[src/rtl/bus_strobe_pkg.sv]
package bus_strobe_pkg;

    // Attributes of one machine cycle, captured at its first edge
    typedef struct packed {
        logic valid;      // a machine cycle is running (cleared in reset)
        logic xdata;      // external data transfer cycle
        logic tbl;        // code-table read cycle
        logic quiet;      // address-latch pulse quieted by software
        logic ext;        // executing from external code memory
    } cyc_attr_t;

    localparam cyc_attr_t ATTR_IDLE = '0;

    // True when phase p lies in [start, start+width)
    function automatic logic in_window(input int p, input int start, input int width);
        return (p >= start) && (p < start + width);
    endfunction

    // Address-latch pulses are allowed in this cycle at all
    function automatic logic ale_allowed(input cyc_attr_t a);
        return a.valid && (!a.quiet || a.ext || a.xdata || a.tbl);
    endfunction

    // Address-latch pulse replaced by the weak-high indicator
    function automatic logic ale_weakened(input cyc_attr_t a);
        return a.valid && a.quiet && !a.ext && !a.xdata && !a.tbl;
    endfunction

    // Code-fetch strobes allowed in this cycle
    function automatic logic psen_allowed(input cyc_attr_t a);
        return a.valid && a.ext && !a.xdata;
    endfunction

endpackage

[src/rtl/mc_phase_counter.sv]
module mc_phase_counter #(
    parameter int CLKS = 12,
    localparam int PW = $clog2(CLKS)
) (
    input  logic          clk,
    input  logic          rst,
    output logic [PW-1:0] phase,
    output logic          cycle_start
);
    localparam logic [PW-1:0] LAST = PW'(CLKS - 1);

    always_ff @(posedge clk) begin
        if (rst) begin
            phase <= LAST;
        end else if (phase == LAST) begin
            phase <= '0;
        end else begin
            phase <= phase + PW'(1);
        end
    end

    // Next edge opens a new machine cycle
    assign cycle_start = (phase == LAST);
endmodule

[src/rtl/cycle_attr_latch.sv]
module cycle_attr_latch
    import bus_strobe_pkg::*;
(
    input  logic      clk,
    input  logic      rst,
    input  logic      cycle_start,
    input  logic      xdata_cycle,
    input  logic      table_read,
    input  logic      ale_quiet,
    input  logic      ext_code,
    output cyc_attr_t attr
);
    always_ff @(posedge clk) begin
        if (rst) begin
            attr <= ATTR_IDLE;
        end else if (cycle_start) begin
            attr.valid <= 1'b1;
            attr.xdata <= xdata_cycle;
            attr.tbl   <= table_read;
            attr.quiet <= ale_quiet;
            attr.ext   <= ext_code;
        end
    end
endmodule

[src/rtl/strobe_decode.sv]
module strobe_decode
    import bus_strobe_pkg::*;
#(
    parameter int CLKS      = 12,
    parameter int SLOTS     = 2,
    parameter int ALE_WIDTH = 2,
    parameter int RD_WIDTH  = 3,
    localparam int PW       = $clog2(CLKS),
    localparam int SLOT_LEN = CLKS / SLOTS,
    localparam int RD_OFS   = SLOT_LEN / 2
) (
    input  logic [PW-1:0] phase,
    input  cyc_attr_t     attr,
    output logic          ale,
    output logic          psen_n,
    output logic          ale_weak
);
    logic [SLOTS-1:0] ale_slot;
    logic [SLOTS-1:0] rd_slot;

    for (genvar s = 0; s < SLOTS; s++) begin : g_slot
        // The last slot's latch pulse is dropped in a data-transfer cycle
        localparam bit DROP_ON_XDATA = (s == SLOTS - 1) && (SLOTS > 1);
        always_comb begin
            ale_slot[s] = in_window(int'(phase), s * SLOT_LEN, ALE_WIDTH)
                          && ale_allowed(attr)
                          && !(DROP_ON_XDATA && attr.xdata);
            rd_slot[s]  = in_window(int'(phase), s * SLOT_LEN + RD_OFS, RD_WIDTH)
                          && psen_allowed(attr);
        end
    end

    assign ale      = |ale_slot;
    assign psen_n   = ~(|rd_slot);
    assign ale_weak = ale_weakened(attr);
endmodule

[src/rtl/bus_strobe_gen.sv]
module bus_strobe_gen
    import bus_strobe_pkg::*;
#(
    parameter int CLKS      = 12,
    parameter int SLOTS     = 2,
    parameter int ALE_WIDTH = 2,
    parameter int RD_WIDTH  = 3,
    localparam int PW       = $clog2(CLKS)
) (
    input  logic          clk,
    input  logic          rst,
    input  logic          xdata_cycle,
    input  logic          table_read,
    input  logic          ale_quiet,
    input  logic          ext_code,
    output logic          ale,
    output logic          psen_n,
    output logic          ale_weak,
    output logic [PW-1:0] mc_phase
);
    logic      cycle_start;
    cyc_attr_t attr;

    mc_phase_counter #(.CLKS(CLKS)) u_phase (
        .clk         (clk),
        .rst         (rst),
        .phase       (mc_phase),
        .cycle_start (cycle_start)
    );

    cycle_attr_latch u_attr (
        .clk         (clk),
        .rst         (rst),
        .cycle_start (cycle_start),
        .xdata_cycle (xdata_cycle),
        .table_read  (table_read),
        .ale_quiet   (ale_quiet),
        .ext_code    (ext_code),
        .attr        (attr)
    );

    strobe_decode #(
        .CLKS      (CLKS),
        .SLOTS     (SLOTS),
        .ALE_WIDTH (ALE_WIDTH),
        .RD_WIDTH  (RD_WIDTH)
    ) u_dec (
        .phase    (mc_phase),
        .attr     (attr),
        .ale      (ale),
        .psen_n   (psen_n),
        .ale_weak (ale_weak)
    );
endmodule

[config.mk]
export PLATFORM = sky130hd
export DESIGN_NAME = bus_strobe_gen
export DESIGN_NICKNAME = d
export VERILOG_FILES = /design/src/rtl/bus_strobe_pkg.sv /design/src/rtl/mc_phase_counter.sv /design/src/rtl/cycle_attr_latch.sv /design/src/rtl/strobe_decode.sv /design/src/rtl/bus_strobe_gen.sv
export SDC_FILE = /design/constraint.sdc
export NUM_CORES = 1
export LEC_CHECK = 0
export CORE_AREA = 2 2 39 41
export CTS_BUF_LIST = sky130_fd_sc_hd__clkbuf_2 sky130_fd_sc_hd__clkbuf_4 sky130_fd_sc_hd__clkbuf_8
export CTS_CLUSTER_DIAMETER = 50
export DETAILED_ROUTE_END_ITERATION = 8
export DIE_AREA = 0 0 41 43
export PLACE_DENSITY = 0.63
export SYNTH_ARGS = -nofsm -noshare
export SYNTH_HDL_FRONTEND = slang
export SYNTH_SLANG_ARGS = --single-unit
export TNS_END_PERCENT = 1
[constraint.sdc]
create_clock -name clk -period 3 [get_ports clk]
set_clock_uncertainty 0.1 [all_clocks]
set_input_delay 0.3 -clock clk [delete_from_list [all_inputs] [get_ports clk]]
set_output_delay 0.3 -clock clk [all_outputs]
set_load 0.05 [all_outputs]
==> out/results.txt <==
post-synthesis async set-or-reset flop share: 0%
Synth cell types: 21
syn nets: 59
Setup CP Type: reg2out
max_cap viols: 0
r2r setup slk: 1620 ps
CTS tree: done
RSZ-0062 raised after global routing: no
DR WL/cell: 11.0 µm
fin nets: 73
GRT Resource Usage Total: 12.9%
Least-Margin Pin Slew: 501 ps
CP Max Fanout: 7
final std cells w/o fill: 79
Peak supply drop: 286 µV
Hold Path Class: reg2reg
Worst-path clk slew: 70 ps
synthesized area: 482 µm²
Antenna Cells: 0
via/cell ratio: 4.67
synth top area cells: dfxtp_1 (37%), mux2i_1 (10%), ha_1 (7.8%), nor2_1 (7.0%), buf_6 (4.7%)
# DRC: 0
WP data arrival: 2120 ps
largest net degree at the start of global routing: 11
Final Max Tran Viols: 0
fin crit period: 2520 ps
most common library cells after synthesis: dfxtp_1 (9), nor2_1 (9), mux2i_1 (5)
Slew HR: 66.5%
CTS buffer count: 3
Mapped Cells: 50
Req. time, crit path: 2600 ps
Hold-fix buffers, CTS: 0
setup bufs post-CTS: 0
clk_lat worst skew: 270 ps
Cell Area, Placed: 596 µm²
final instance area: 623 µm²
vias in the first global route: 320
post-placement cell count: 75
drt pass-1 iters: 1
I/O pin cnt: 13
die height: 43 µm
crit path launch type: register
sequential area share after synthesis: 37.4%
status: finished clean
Total Neg Setup Slack: 0 ps
Initial Util: 34.8%
crit end category: primary output
Clock Root Buffer: clkbuf_4
FP Rows: 14
ratio of cells with drive above 1 in the final layout: 12.7%
leading area contributor after synthesis: dfxtp_1
Max Clock Freq: 397 MHz
initial DRC count: 0
final setup vio count: 0
Port Buffers: 12
H-Tree Depth: 1
vias: 369
Die Wd: 41 µm
die area: 1760 µm²
Syn Area/Cell: 9.63 µm²
CTS sink cnt: 9
ys flop type: dfxtp_1
register bit total from synthesis: 9
Fill cells: 143
final wirelength: 867 µm
post-route clock period utilization: 83.9%
Core Box Area: 1380 µm²
Max Root-Sink Buffers: 2
Post-CTS Resized: 0
ANT nets after route: 0
Synth warnings: 0
hpwl dp: 656 µm
Final Hold Violating Endpoints: 0
grt total ovfl: 0
initial antenna violation count: 0
Power Dens Cells: 649 nW/µm²
Synth-to-Final Area Change: 29.4%
global-route wire length before repair: 1380 µm
GPL Wtd Cong: 0.696
top-area cell type share of the netlist area: 37.4%
P_leak: 0.289 nW
EDFF count, synth: 0
## per-layer routing
metal	track usage [%]	vias up	part of all wire, %
li1	-	191	-
met1	15.6	163	45
met2	14.7	10	45
met3	7.85	5	6.3
met4	12.0	0	3.6
met5	0	-	0
## cell families (layout without fill, tap and decap cells)
family,count (synthesis),in the layout,synth area share (%)
AO/OA/AOI/OAI,6,6,8.31
XOR/XNOR,1,1,1.82
adder cells (fa/ha/maj),3,3,7.79
buffers and inverters,7,20,8.57
flip-flops,9,9,37.4
multiplexers,5,5,10.4
AND/OR/NAND/NOR,19,19,25.7
## layout make-up
class | instances | area [µm²] | share of cell area, %
sequential | 9 | 180 | 28.9
tap | 16 | 20.0 | 3.21
multi-input combinational | 34 | 260 | 41.8
clock inverter | 1 | 5.00 | 0.803
inverter | 4 | 15.0 | 2.41
clock buffer | 3 | 22.5 | 3.61
timing repair buffer | 12 | 120 | 19.3
## placed cells by master, fill, tap and decap left out, types with 2 or more instances in the layout
cell | netlist | routed
ha_1 | 3 | 3
a21oi_1 | 2 | 2
nor3b_1 | 2 | 2
nor2_1 | 9 | 9
clkbuf_4 | 0 | 3
dfxtp_1 | 9 | 9
clkdlybuf4s50_1 | 0 | 12
nand2_1 | 2 | 2
inv_1 | 4 | 4
mux2i_1 | 5 | 5
## power by group
| part | leakage (nW) | internal [mW] | switching [mW] | total [mW] |
|---|---|---|---|---|
| clock network | 0.0177 | 0.0493 | 0.0466 | 0.0959 |
| registers | 0.0745 | 0.138 | 0.0259 | 0.164 |
| logic | 0.197 | 0.0644 | 0.0802 | 0.145 |
## sequential cells by signal, indices dropped and copies added, names as in the netlist
signal and flops:
u_phase.phase 4, u_attr.attr 5
## worst paths after layout
| check | from | endpoint | depth (start not counted) |
|---|---|---|---|
| max | u_phase.phase[1]$_SDFF_PP1_ | psen_n | 5 |
| min | u_attr.attr[4]$_SDFFE_PP0P_ | u_attr.attr[4]$_SDFFE_PP0P_ | 2 |
| max reg2reg | u_phase.phase[1]$_SDFF_PP1_ | u_attr.attr[1]$_SDFFE_PP0P_ | 4 |
| min reg2reg | u_attr.attr[4]$_SDFFE_PP0P_ | u_attr.attr[4]$_SDFFE_PP0P_ | 2 |
## critical path: stages (launching register included)
cell and delay, ps:
dfxtp_1 430, ha_1 310, nor2_1 70, a311oi_1 250
o21ai_1 100, clkdlybuf4s50_1 700
## per-stage QoR
stage	hold WS [ps]	setup WS, ps	utilization, %	total power, mW
final	408	482	45.0	0.405
after global routing	438	293	45.0	0.430
after CTS	406	464	45.0	0.410
after detailed placement	398	763	43.0	0.313
after global placement	381	809	43.0	0.312
after floorplan	344	650	-	0.280
(Power assumes the default switching activity.)
